==> src/rtl/adma_pkg.sv <==
package adma_pkg;
  localparam logic [3:0] OFS_BASE = 4'h0;
  localparam logic [3:0] OFS_CIDX = 4'h4;
  localparam logic [3:0] OFS_LAST = 4'h5;
  localparam logic [3:0] OFS_STS  = 4'h6;
  localparam logic [3:0] OFS_CNT  = 4'h8;
  localparam logic [3:0] OFS_PIDX = 4'hA;
  localparam logic [3:0] OFS_CTL  = 4'hB;

  localparam logic [1:0] SZ_DWORD = 2'd2;

  localparam int ST_HALT = 0;
  localparam int ST_CEL  = 1;
  localparam int ST_LBD  = 2;
  localparam int ST_BD   = 3;
  localparam int ST_FE   = 4;
  localparam int STS_W   = 5;

  localparam int CT_RUN = 0;
  localparam int CT_RST = 1;
  localparam int CT_LIE = 2;
  localparam int CT_BIE = 4;
  localparam logic [7:0] CTL_KEEP = 8'h15;
endpackage

==> src/rtl/adma_fetch.sv <==
module adma_fetch #(
  parameter int AW = 32
) (
  input  logic          clk_i,
  input  logic          rst_ni,
  input  logic          start_i,
  input  logic          cancel_i,
  input  logic [AW-1:0] addr_i,
  input  logic          mem_ack_i,
  output logic          mem_req_o,
  output logic [AW-1:0] mem_addr_o,
  output logic          done_o
);
  logic          busy_q;
  logic [AW-1:0] addr_q;

  always_ff @(posedge clk_i or negedge rst_ni) begin
    if (!rst_ni) begin
      busy_q <= 1'b0;
      addr_q <= '0;
    end else if (cancel_i) begin
      busy_q <= 1'b0;
    end else if (start_i) begin
      busy_q <= 1'b1;
      addr_q <= addr_i;
    end else if (mem_ack_i) begin
      busy_q <= 1'b0;
    end
  end

  assign mem_req_o  = busy_q;
  assign mem_addr_o = addr_q;
  assign done_o     = busy_q & mem_ack_i;

  AST_REQ_HOLD: assert property (@(posedge clk_i) disable iff (!rst_ni)
    mem_req_o && !mem_ack_i && !cancel_i && !start_i |=> mem_req_o && $stable(mem_addr_o));
endmodule

==> src/rtl/adma_irq.sv <==
module adma_irq #(
  parameter int SW = 3
) (
  input  logic          clk_i,
  input  logic          rst_ni,
  input  logic          clr_i,
  input  logic [SW-1:0] flags_old_i,
  input  logic [SW-1:0] flags_new_i,
  input  logic          lie_i,
  input  logic          bie_i,
  output logic          irq_o
);
  logic irq_q;

  // flags: [0] last-buffer, [1] buffer-done, [2] fifo error (no enable)
  always_ff @(posedge clk_i or negedge rst_ni) begin
    if (!rst_ni)                          irq_q <= 1'b0;
    else if (clr_i)                       irq_q <= 1'b0;
    else if (flags_old_i != flags_new_i)  irq_q <= (flags_new_i[0] & lie_i) | (flags_new_i[1] & bie_i);
  end

  assign irq_o = irq_q;
endmodule

==> src/rtl/adma_chan.sv <==
module adma_chan
  import adma_pkg::*;
#(
  parameter int AW    = 32,
  parameter int IDX_W = 5,
  parameter int LEN_W = 16,
  parameter int IOC_B = 31
) (
  input  logic        clk_i,
  input  logic        rst_ni,
  input  logic        reg_we_i,
  input  logic [3:0]  reg_addr_i,
  input  logic [1:0]  reg_size_i,
  input  logic [31:0] reg_wdata_i,
  output logic [31:0] reg_rdata_o,
  output logic        mem_req_o,
  output logic [AW-1:0] mem_addr_o,
  input  logic        mem_ack_i,
  input  logic [31:0] mem_rdata_i,
  input  logic        buf_done_i,
  input  logic        fifo_err_i,
  output logic        irq_o
);
  localparam int DESC_SH  = 3;
  localparam int CTRL_OFS = 4;

  logic [AW-1:0]    base_q, base_n;
  logic [IDX_W-1:0] cidx_q, cidx_n, pidx_q, pidx_n, last_q, last_n;
  logic [STS_W-1:0] sts_q, sts_n;
  logic [7:0]       ctl_q, ctl_n;
  logic [LEN_W-1:0] cnt_q, cnt_n;
  logic             ioc_q, ioc_n;

  logic wr_base, wr_last, wr_sts, wr_ctl, done_ok;
  logic f_start, f_cancel, f_done, ctl_rst;
  logic [AW-1:0] f_addr;

  assign wr_base = reg_we_i && reg_addr_i == OFS_BASE && reg_size_i == SZ_DWORD;
  assign wr_last = reg_we_i && reg_addr_i == OFS_LAST;
  assign wr_sts  = reg_we_i && reg_addr_i == OFS_STS;
  assign wr_ctl  = reg_we_i && reg_addr_i == OFS_CTL;
  assign done_ok = buf_done_i && ctl_q[CT_RUN] && !sts_q[ST_HALT] && !mem_req_o;

  // Order within a cycle: W1C on old status, datapath events, then register writes.
  always_comb begin
    base_n = base_q; cidx_n = cidx_q; pidx_n = pidx_q; last_n = last_q;
    ctl_n = ctl_q; cnt_n = cnt_q; ioc_n = ioc_q;
    sts_n = sts_q & ~(wr_sts ? {reg_wdata_i[ST_FE:ST_LBD], 2'b00} : '0);
    f_start = 1'b0; f_cancel = 1'b0; ctl_rst = 1'b0;

    if (fifo_err_i) sts_n[ST_FE] = 1'b1;
    if (f_done) begin
      cnt_n = mem_rdata_i[LEN_W-1:0];
      ioc_n = mem_rdata_i[IOC_B];
    end
    if (done_ok) begin
      if (ioc_q) sts_n[ST_BD] = 1'b1;
      if (cidx_q == last_q) begin
        sts_n[ST_HALT] = 1'b1; sts_n[ST_CEL] = 1'b1; sts_n[ST_LBD] = 1'b1;
      end else begin
        cidx_n = cidx_q + 1'b1;
        pidx_n = cidx_n + 1'b1;
        sts_n[ST_CEL] = 1'b0;
        f_start = 1'b1;
      end
    end
    if (wr_base) base_n = {reg_wdata_i[AW-1:3], 3'b000};
    if (wr_last) begin
      last_n = reg_wdata_i[IDX_W-1:0];
      if (ctl_q[CT_RUN] && sts_n[ST_HALT] && cidx_n != last_n) begin
        cidx_n = cidx_n + 1'b1;
        pidx_n = cidx_n + 1'b1;
        sts_n[ST_HALT] = 1'b0; sts_n[ST_CEL] = 1'b0;
        f_start = 1'b1;
      end
    end
    if (wr_ctl) begin
      if (reg_wdata_i[CT_RST]) begin
        base_n = '0; cidx_n = '0; pidx_n = '0; last_n = '0;
        ctl_n = '0; cnt_n = '0; ioc_n = 1'b0;
        sts_n = STS_W'(1);
        f_start = 1'b0; f_cancel = 1'b1; ctl_rst = 1'b1;
      end else begin
        if (!reg_wdata_i[CT_RUN]) begin
          sts_n[ST_HALT] = 1'b1;
          f_cancel = 1'b1;
        end else if (!ctl_q[CT_RUN]) begin
          cidx_n = '0; pidx_n = IDX_W'(1);
          sts_n[ST_HALT] = 1'b0;
          f_start = 1'b1;
        end
        ctl_n = reg_wdata_i[7:0] & CTL_KEEP;
      end
    end
  end

  assign f_addr = base_n + (AW'(cidx_n) << DESC_SH) + AW'(CTRL_OFS);

  always_ff @(posedge clk_i or negedge rst_ni) begin
    if (!rst_ni) begin
      base_q <= '0; cidx_q <= '0; pidx_q <= '0; last_q <= '0;
      sts_q <= STS_W'(1); ctl_q <= '0; cnt_q <= '0; ioc_q <= 1'b0;
    end else begin
      base_q <= base_n; cidx_q <= cidx_n; pidx_q <= pidx_n; last_q <= last_n;
      sts_q <= sts_n; ctl_q <= ctl_n; cnt_q <= cnt_n; ioc_q <= ioc_n;
    end
  end

  adma_fetch #(.AW(AW)) u_fetch (
    .clk_i, .rst_ni,
    .start_i(f_start), .cancel_i(f_cancel), .addr_i(f_addr),
    .mem_ack_i, .mem_req_o, .mem_addr_o, .done_o(f_done)
  );

  adma_irq #(.SW(3)) u_irq (
    .clk_i, .rst_ni,
    .clr_i(ctl_rst),
    .flags_old_i(sts_q[ST_FE:ST_LBD]), .flags_new_i(sts_n[ST_FE:ST_LBD]),
    .lie_i(ctl_n[CT_LIE]), .bie_i(ctl_n[CT_BIE]),
    .irq_o
  );

  always_comb begin
    unique case (reg_addr_i)
      OFS_BASE: reg_rdata_o = 32'(base_q);
      OFS_CIDX: reg_rdata_o = 32'(cidx_q);
      OFS_LAST: reg_rdata_o = 32'(last_q);
      OFS_STS:  reg_rdata_o = 32'(sts_q);
      OFS_CNT:  reg_rdata_o = 32'(cnt_q);
      OFS_PIDX: reg_rdata_o = 32'(pidx_q);
      OFS_CTL:  reg_rdata_o = 32'(ctl_q);
      default:  reg_rdata_o = '0;
    endcase
  end

  AST_DESC_ADDR: assert property (@(posedge clk_i) disable iff (!rst_ni)
    mem_req_o |-> mem_addr_o[2:0] == 3'd4);
  AST_LAST_HALT: assert property (@(posedge clk_i) disable iff (!rst_ni)
    done_ok && cidx_q == last_q && !wr_ctl && !wr_last |=> sts_q[ST_HALT] && sts_q[ST_LBD] && $stable(cidx_q));
  AST_RUN_CLR: assert property (@(posedge clk_i) disable iff (!rst_ni)
    wr_ctl && !reg_wdata_i[CT_RST] && !reg_wdata_i[CT_RUN] |=> sts_q[ST_HALT] && !mem_req_o);
  AST_IRQ_ON_CHANGE: assert property (@(posedge clk_i) disable iff (!rst_ni)
    irq_o != $past(irq_o) |-> sts_q[ST_FE:ST_LBD] != $past(sts_q[ST_FE:ST_LBD]) || $past(ctl_rst));
  AST_DONE_GATED: assert property (@(posedge clk_i) disable iff (!rst_ni)
    buf_done_i && mem_req_o && !wr_last && !wr_ctl |=> $stable(cidx_q));
endmodule

==> config.mk <==
export PLATFORM = sky130hd
export DESIGN_NAME = adma_chan
export DESIGN_NICKNAME = d
export VERILOG_FILES = /design/src/rtl/adma_pkg.sv /design/src/rtl/adma_fetch.sv /design/src/rtl/adma_irq.sv /design/src/rtl/adma_chan.sv
export SDC_FILE = /design/constraint.sdc
export NUM_CORES = 1
export LEC_CHECK = 0
export BUFFER_PORTS_ARGS = -buffer_cell sky130_fd_sc_hd__buf_2
export CAP_MARGIN = 5
export CORE_ASPECT_RATIO = 1.75
export CORE_MARGIN = 4
export CORE_UTILIZATION = 56
export CTS_CLUSTER_SIZE = 40
export DETAILED_ROUTE_END_ITERATION = 8
export HOLD_SLACK_MARGIN = 0.12
export PLACE_DENSITY_LB_ADDON = 0.2
export SYNTH_ARGS = -nofsm -noshare
export SYNTH_HDL_FRONTEND = slang
export SYNTH_SLANG_ARGS = --single-unit
==> constraint.sdc <==
create_clock -name clk_i -period 5.23 [get_ports clk_i]
set_input_delay 0.2615 -clock clk_i [delete_from_list [all_inputs] [get_ports clk_i]]
set_output_delay 0.2615 -clock clk_i [all_outputs]
set_load 0.02 [all_outputs]
==> results of run 1 <==
[per-layer routing]
layer	global-route usage	share of wire
met1	0.304	0.35
met2	0.538	0.54
met3	0.0403	0.046
met4	0.186	0.064
met5	0	0
[kinds of logic (layout without fill, tap and decap cells)]
kind of cell | after synthesis | in the layout | synth area share
AOI/OAI and AO/OA | 180 | 180 | 0.169
xor gates and xnor gates | 49 | 49 | 0.0638
adders and majority gates | 10 | 10 | 0.0197
buffers and inverters | 64 | 178 | 0.0404
DFF | 106 | 106 | 0.395
muxes | 53 | 53 | 0.0856
and+or+nand+nor | 301 | 301 | 0.227
[sequential cells by signal (all words and copies together), names as in the netlist]
signal,count
ctl_q,3
u_fetch.mem_req_o,1
base_q,32
ioc_q,1
u_irq.irq_o,1
cidx_q,5
pidx_q,5
cnt_q,16
u_fetch.mem_addr_o,32
sts_q,5
last_q,5
[layout make-up]
type	count	area, sq um
Timing Repair Buffer	153	838
Inverter	9	33.8
Multi-Input combinational cell	593	3820
Sequential cell	106	2660
Clock inverter	7	63.8
Clock buffer	9	225
Fill cell	971	3840
Tap cell	135	169
[cell usage after synthesis, types with 3 or more instances]
master / n / share of area
sky130_fd_sc_hd__xnor2_1: 32 / 0.042
sky130_fd_sc_hd__nand2b_1: 9 / 0.0084
sky130_fd_sc_hd__inv_1: 9 / 0.0050
sky130_fd_sc_hd__a211oi_1: 9 / 0.010
sky130_fd_sc_hd__o21ai_0: 40 / 0.030
sky130_fd_sc_hd__nor2b_1: 6 / 0.0056
sky130_fd_sc_hd__mux2_2: 30 / 0.050
sky130_fd_sc_hd__o31ai_1: 3 / 0.0033
sky130_fd_sc_hd__buf_1: 5 / 0.0028
sky130_fd_sc_hd__a22o_1: 13 / 0.017
sky130_fd_sc_hd__mux2i_1: 17 / 0.025
sky130_fd_sc_hd__nor2_1: 28 / 0.016
sky130_fd_sc_hd__a21o_1: 7 / 0.0078
sky130_fd_sc_hd__o21ai_1: 3 / 0.0022
sky130_fd_sc_hd__nor3_1: 11 / 0.0082
sky130_fd_sc_hd__buf_2: 16 / 0.012
sky130_fd_sc_hd__nand4_1: 14 / 0.013
sky130_fd_sc_hd__a21oi_1: 67 / 0.050
sky130_fd_sc_hd__dfrtp_1: 105 / 0.39
sky130_fd_sc_hd__nand3b_1: 3 / 0.0033
sky130_fd_sc_hd__a22oi_1: 3 / 0.0033
sky130_fd_sc_hd__and4_1: 4 / 0.0052
sky130_fd_sc_hd__a31oi_1: 4 / 0.0037
sky130_fd_sc_hd__nand2_1: 132 / 0.074
sky130_fd_sc_hd__o211ai_1: 4 / 0.0045
sky130_fd_sc_hd__nand3_1: 31 / 0.023
sky130_fd_sc_hd__clkbuf_1: 32 / 0.018
sky130_fd_sc_hd__o221ai_1: 4 / 0.0052
sky130_fd_sc_hd__or4_1: 3 / 0.0033
sky130_fd_sc_hd__mux2_1: 6 / 0.010
sky130_fd_sc_hd__nor3b_1: 5 / 0.0056
sky130_fd_sc_hd__and3_1: 12 / 0.011
sky130_fd_sc_hd__xor2_1: 17 / 0.022
sky130_fd_sc_hd__ha_1: 9 / 0.017
sky130_fd_sc_hd__nor4_1: 5 / 0.0047
sky130_fd_sc_hd__and2_1: 25 / 0.023
[critical path, cell delays in order, from the launching register on]
cell and delay (ps):
sky130_fd_sc_hd__dfrtp_2 530, sky130_fd_sc_hd__inv_1 130, sky130_fd_sc_hd__ha_1 440, sky130_fd_sc_hd__nor2_1 160, sky130_fd_sc_hd__o21ai_0 100, sky130_fd_sc_hd__mux2_2 270
sky130_fd_sc_hd__and4_1 190, sky130_fd_sc_hd__a31oi_1 280, sky130_fd_sc_hd__buf_4 250, sky130_fd_sc_hd__nand2_1 90, sky130_fd_sc_hd__mux2i_1 160, sky130_fd_sc_hd__ha_1 340
sky130_fd_sc_hd__nand3_1 110, sky130_fd_sc_hd__or4_1 590, sky130_fd_sc_hd__a2111oi_4 380, sky130_fd_sc_hd__buf_4 200, sky130_fd_sc_hd__nand4_1 130, sky130_fd_sc_hd__xnor2_1 170
sky130_fd_sc_hd__mux2_1 290
[metrics by stage]
step	total power, mW	std cells
3_3_place_gp	2.29	994
3_5_place_dp	2.34	994
4_1_cts	3.00	1011
5_1_grt	3.16	1012
2_1_floorplan	1.94	763
6_report	3.00	1012
[layout by cell type, fill, tap and decap left out, types with 4 or more instances in the layout]
master                      instances
sky130_fd_sc_hd__nand2_1          132
sky130_fd_sc_hd__buf_2            125
sky130_fd_sc_hd__dfrtp_1          103
sky130_fd_sc_hd__a21oi_1           67
sky130_fd_sc_hd__o21ai_0           40
sky130_fd_sc_hd__xnor2_1           32
sky130_fd_sc_hd__nand3_1           31
sky130_fd_sc_hd__mux2_2            30
sky130_fd_sc_hd__nor2_1            28
sky130_fd_sc_hd__buf_4             27
sky130_fd_sc_hd__and2_1            25
sky130_fd_sc_hd__xor2_1            17
sky130_fd_sc_hd__mux2i_1           17
sky130_fd_sc_hd__nand4_1           14
sky130_fd_sc_hd__a22o_1            13
sky130_fd_sc_hd__and3_1            12
sky130_fd_sc_hd__nor3_1            11
sky130_fd_sc_hd__a211oi_1           9
sky130_fd_sc_hd__nand2b_1           9
sky130_fd_sc_hd__inv_1              9
sky130_fd_sc_hd__ha_1               9
sky130_fd_sc_hd__clkbuf_16          9
sky130_fd_sc_hd__a21o_1             7
sky130_fd_sc_hd__mux2_1             6
sky130_fd_sc_hd__nor2b_1            6
sky130_fd_sc_hd__nor4_1             5
sky130_fd_sc_hd__nor3b_1            5
sky130_fd_sc_hd__o211ai_1           4
sky130_fd_sc_hd__o221ai_1           4
sky130_fd_sc_hd__a31oi_1            4
[worst max-delay path by stage]
stage | from | endpoint
2_1_floorplan | cidx_q[0] | u_fetch.mem_addr_o[29]
3_3_place_gp | cidx_q[0] | u_fetch.mem_addr_o[29]
3_5_place_dp | cidx_q[0] | u_fetch.mem_addr_o[29]
4_1_cts | cidx_q[0] | u_fetch.mem_addr_o[29]
5_1_grt | cidx_q[1] | u_fetch.mem_addr_o[29]
6_report | cidx_q[0] | u_fetch.mem_addr_o[29]
[power breakdown]
part	switching, mW	leakage, nW	total (mW)	internal [mW]
combinational	0.639	2.14	1.10	0.465
clock	0.331	0.144	0.664	0.333
sequential	0.202	1.40	1.23	1.03
[what timing repair did]
action,4_1_cts,5_1_grt
endpoints found under the hold margin,40,0
setup buffers,0,1
endpoints found under the setup margin,0,5
resized for setup,0,2
hold buffers,1,0
==> flow_metrics.env, run 1 <==
export IMPL_outcome="complete, no violations"
export IMPL_asyncSetResetFlopFracSynth=1.00
export IMPL_fmax_mhz=203
export IMPL_grt_start_max_net_pins=66
export IMPL_regToRegStartpoint="cidx_q[0]"
export IMPL_max_clock_path_buffers=2
export IMPL_min_to="cnt_q[7]"
export IMPL_worstPathMaxFanout=13
export IMPL_post_synth_num_cell_types=67
export IMPL_drcViolationCount=0
export IMPL_critical_path_reg2reg_endpoint="u_fetch.mem_addr_o[29]"
export IMPL_synth_sequential_area_ratio=0.395
export IMPL_dr_total_vias=6352
export IMPL_finalWorstPathRequiredPeriod_ps=4920
export IMPL_numCtsBuffers=9
export IMPL_critical_path_startpoint_type="register"
export IMPL_synth_nets=849
export IMPL_whs_path_depth=3
export IMPL_initial_drt_pass_iterations=5
export IMPL_hpwl_um=15200
export IMPL_power_leakage_nw=3.69
export IMPL_drv_max_cap_violation_count=0
export IMPL_timing_critical_path_arrival_ps=5150
export IMPL_timing_setup_tns_ps=0
export IMPL_report_final_hold_viol_count=0
export IMPL_vdd_ir_drop_max_mv=0.250
export IMPL_max_slew_worst_pin_slew_ps=1230
export IMPL_finalSetupViolations=0
export IMPL_number_of_flops_mapped_to_enable_cells_by_yosys=0
export IMPL_post_synth_instance_area_sq_um=6730
export IMPL_post_drt_via_cell_ratio=6.28
export IMPL_fin_ws_ps=311
export IMPL_worst_setup_hold_path_clk_slew_ps=80
export IMPL_design_final_nets=958
export IMPL_routed_wire_length_per_instance_um=20.1
export IMPL_hold_path_class="in -> reg"
export IMPL_floorplan_die_area_sq_um=13900
export IMPL_post_dp_cell_area_sq_um=7500
export IMPL_whs_ps=136
export IMPL_first_pass_grt_wire_length_um=32500
export IMPL_area_of_the_placeable_core_sq_um=11600
export IMPL_synthesis_instances=763
export IMPL_die_width_um=90.8
export IMPL_drive_above_1_share=0.242
export IMPL_clk_insertion_delay_late_ps=350
export IMPL_crit_type="reg -> reg"
export IMPL_postLayoutCoreUtil=0.670
export IMPL_synth_avg_cell_area_sq_um=8.82
export IMPL_clock_tree_root="sky130_fd_sc_hd__clkbuf_16"
export IMPL_place_ws_ps=221
export IMPL_gr_total_overflow=0
export IMPL_effective_utilization_at_floorplan=0.578
export IMPL_number_of_synthesized_register_bits=106
export IMPL_place_port_buffers=126
export IMPL_io_pin_count=142
export IMPL_cts_tree="done"
export IMPL_worst_slew_margin_rel=0.176
export IMPL_grt_antenna_before_repair=0
export IMPL_ys_warn_count=0
export IMPL_cts_max_level=3
export IMPL_min_from="mem_rdata_i[7]"
export IMPL_most_frequently_used_flop_master_after_synthesis="sky130_fd_sc_hd__dfrtp_1"
export IMPL_rrSetupSlack_ps=310
export IMPL_gp_congestion=0.942
export IMPL_final_setup_skew_ps=9.81
export IMPL_detail_route_iter0_violations=367
export IMPL_track_usage=0.291
export IMPL_rows=52
export IMPL_route_final_wire_length_um=20400
export IMPL_first_global_vias=6536
export IMPL_worstRegToRegCells=18
export IMPL_route_antenna_remaining_nets=0
export IMPL_clkSinkCount=106
export IMPL_post_route_cell_area_sq_um=7810
export IMPL_power_density_nw_per_um2=384
export IMPL_cp_data_required_time_ps=5460
export IMPL_cp_end_kind="register"
export IMPL_final_period_utilization=0.941
export IMPL_final_max_slew_viol_count=0
export IMPL_area_growth_syn_to_layout_pct=16.1
export IMPL_antenna_cell_count=0
export IMPL_chipHeight_um=153
No activity file was read; power rests on OpenSTA's default activity.
==> inputs of run 2 (changes only) <==
Settings changed: PLACE_DENSITY_LB_ADDON 0.2 to 0.12.
==> flow_metrics.env, run 2 (synthesized netlist as in run 1, its figures left out) <==
export IMPL_wl_met3_um=977
export IMPL_critical_path_startpoint_type="register"
export IMPL_comb_power_frac=0.364
export IMPL_final_max_slew_viol_count=0
export IMPL_drv_max_cap_violation_count=0
export IMPL_worst_slew_margin_rel=0.232
export IMPL_most_common_cell_after_layout_fill_and_taps_aside="sky130_fd_sc_hd__nand2_1"
export IMPL_numCtsBuffers=9
export IMPL_io_pin_count=142
export IMPL_first_global_vias=6415
export IMPL_finalSetupViolations=0
export IMPL_clk_insertion_delay_late_ps=350
export IMPL_critical_path_reg2reg_endpoint="u_fetch.mem_addr_o[31]"
export IMPL_m1WireLength_um=7170
export IMPL_floorplan_die_area_sq_um=13900
export IMPL_hold_path_class="in -> reg"
export IMPL_effective_utilization_at_floorplan=0.578
export IMPL_post_dp_cell_area_sq_um=7500
export IMPL_route_final_wire_length_um=19700
export IMPL_max_slew_worst_pin_slew_ps=1150
export IMPL_hpwl_um=14800
export IMPL_gp_congestion=0.937
export IMPL_routed_wire_length_per_instance_um=19.5
export IMPL_vdd_ir_drop_max_mv=0.238
export IMPL_worstPathMaxFanout=11
export IMPL_cp_data_required_time_ps=5460
export IMPL_design_final_nets=958
export IMPL_area_of_the_placeable_core_sq_um=11600
export IMPL_fmax_mhz=205
export IMPL_swShare=0.389
export IMPL_power_frac_seq=0.409
export IMPL_startpoint="cidx_q[3]"
export IMPL_multiInputGateArea_sq_um=3830
export IMPL_drcViolationCount=0
export IMPL_antenna_cell_count=0
export IMPL_post_drt_via_cell_ratio=6.17
export IMPL_max_clock_path_buffers=2
export IMPL_cellInternalPower_mw=1.83
export IMPL_report_final_hold_viol_count=0
export IMPL_final_setup_skew_ps=12.4
export IMPL_detail_route_iter0_violations=323
export IMPL_switching_power_mw=1.17
export IMPL_chipHeight_um=153
export IMPL_top_layer_used="met4"
export IMPL_power_density_nw_per_um2=384
export IMPL_cp_end_kind="register"
export IMPL_first_pass_grt_wire_length_um=31700
export IMPL_critical_path_endpoint="u_fetch.mem_addr_o[31]"
export IMPL_number_of_fillers_in_the_final_layout=973
export IMPL_post_route_cell_area_sq_um=7830
export IMPL_cts_max_level=3
export IMPL_die_width_um=90.8
export IMPL_grt_antenna_before_repair=0
export IMPL_clkSinkCount=106
export IMPL_crit_type="reg -> reg"
export IMPL_worst_setup_hold_path_clk_slew_ps=80
export IMPL_finalWorstPathRequiredPeriod_ps=4880
export IMPL_area_growth_syn_to_layout_pct=16.4
export IMPL_rows=52
export IMPL_gr_total_overflow=0
export IMPL_regArea_sq_um=2660
export IMPL_grt_start_max_net_pins=68
export IMPL_drive_above_1_share=0.242
export IMPL_rrSetupSlack_ps=350
export IMPL_outcome="complete, no violations"
export IMPL_route_antenna_remaining_nets=0
export IMPL_place_port_buffers=126
export IMPL_final_period_utilization=0.934
export IMPL_power_mw=3.00
export IMPL_cts_tree="done"
export IMPL_power_leakage_nw=3.69
export IMPL_track_usage=0.283
export IMPL_initial_drt_pass_iterations=7
export IMPL_worstRegToRegCells=19
export IMPL_mostFrequentLayoutCells="132 x sky130_fd_sc_hd__nand2_1, 125 x sky130_fd_sc_hd__buf_2, 104 x sky130_fd_sc_hd__dfrtp_1, 67 x sky130_fd_sc_hd__a21oi_1, 40 x sky130_fd_sc_hd__o21ai_0"
export IMPL_dr_wl_met2_um=10700
export IMPL_clkPwrFrac=0.226
export IMPL_clock_tree_root="sky130_fd_sc_hd__clkbuf_16"
export IMPL_regToRegStartpoint="cidx_q[3]"
export IMPL_timing_critical_path_arrival_ps=5120
export IMPL_dr_total_vias=6242
## run 2: worst max-delay path, cell delays in order, from the launching register on
cell and delay, ps:
sky130_fd_sc_hd__dfrtp_1 630, sky130_fd_sc_hd__xnor2_1 190, sky130_fd_sc_hd__nand4_1 230, sky130_fd_sc_hd__o21ai_2 300
sky130_fd_sc_hd__nand2_1 70, sky130_fd_sc_hd__o21ai_0 170, sky130_fd_sc_hd__ha_1 300, sky130_fd_sc_hd__inv_1 80
sky130_fd_sc_hd__a21oi_1 210, sky130_fd_sc_hd__and2_1 190, sky130_fd_sc_hd__nand3_1 80, sky130_fd_sc_hd__a21oi_1 280
sky130_fd_sc_hd__ha_1 210, sky130_fd_sc_hd__nand3_1 100, sky130_fd_sc_hd__or4_1 590, sky130_fd_sc_hd__a2111oi_4 370
sky130_fd_sc_hd__buf_4 190, sky130_fd_sc_hd__nand4_1 120, sky130_fd_sc_hd__xnor2_1 160, sky130_fd_sc_hd__mux2_1 280
## run 2: worst min-delay path by stage
stage	startpoint	endpoint	depth (start not counted)
global placement	rst_ni	u_irq.irq_o	1
floorplan	rst_ni	base_q[0]	0
global route	mem_rdata_i[1]	cnt_q[1]	3
CTS	mem_rdata_i[31]	ioc_q	3
detailed placement	rst_ni	u_irq.irq_o	1
finish	mem_rdata_i[31]	ioc_q	3
## run 2: metrics by stage
step | worst slack [ps] | setup TNS (ps) | utilization | hold WS [ps] | cells
floorplan | 466 | 0 | - | -34.1 | 763
global placement | 364 | 0 | 0.644 | 269 | 993
detailed placement | 284 | 0 | 0.644 | 277 | 993
CTS | 236 | 0 | 0.671 | 131 | 1010
global route | -12.3 | -12.3 | 0.672 | 134 | 1012
finish | 348 | 0 | 0.672 | 139 | 1012
## run 2: power groups by stage
stage	registers, mW	clock network [mW]	logic, mW
after floorplan	1.25	0	0.699
after global placement	1.23	0	1.06
after detailed placement	1.24	0	1.09
after CTS	1.22	0.689	1.09
after global routing	1.25	0.727	1.19
final	1.23	0.680	1.09
## run 2: cell type report
class | count | share of cell area
sequential | 106 | 0.339
tap | 135 | 0.0216
timing repair buffer | 153 | 0.108
inverter | 9 | 0.00432
clock inverter | 7 | 0.00895
multi-input combinational | 593 | 0.489
clock buffer | 9 | 0.0288
## run 2: per-layer routing
layer	global-route usage	vias up
li1	-	2923
met1	0.305	3009
met2	0.527	254
met3	0.0369	56
met4	0.152	0
met5	0	-
## run 2: timing repair
item,4_1_cts,5_1_grt
resized for setup,0,2
setup buffers,0,1
endpoints found under the setup margin,0,5
hold endpoints to repair,38,0
hold buffers,1,0
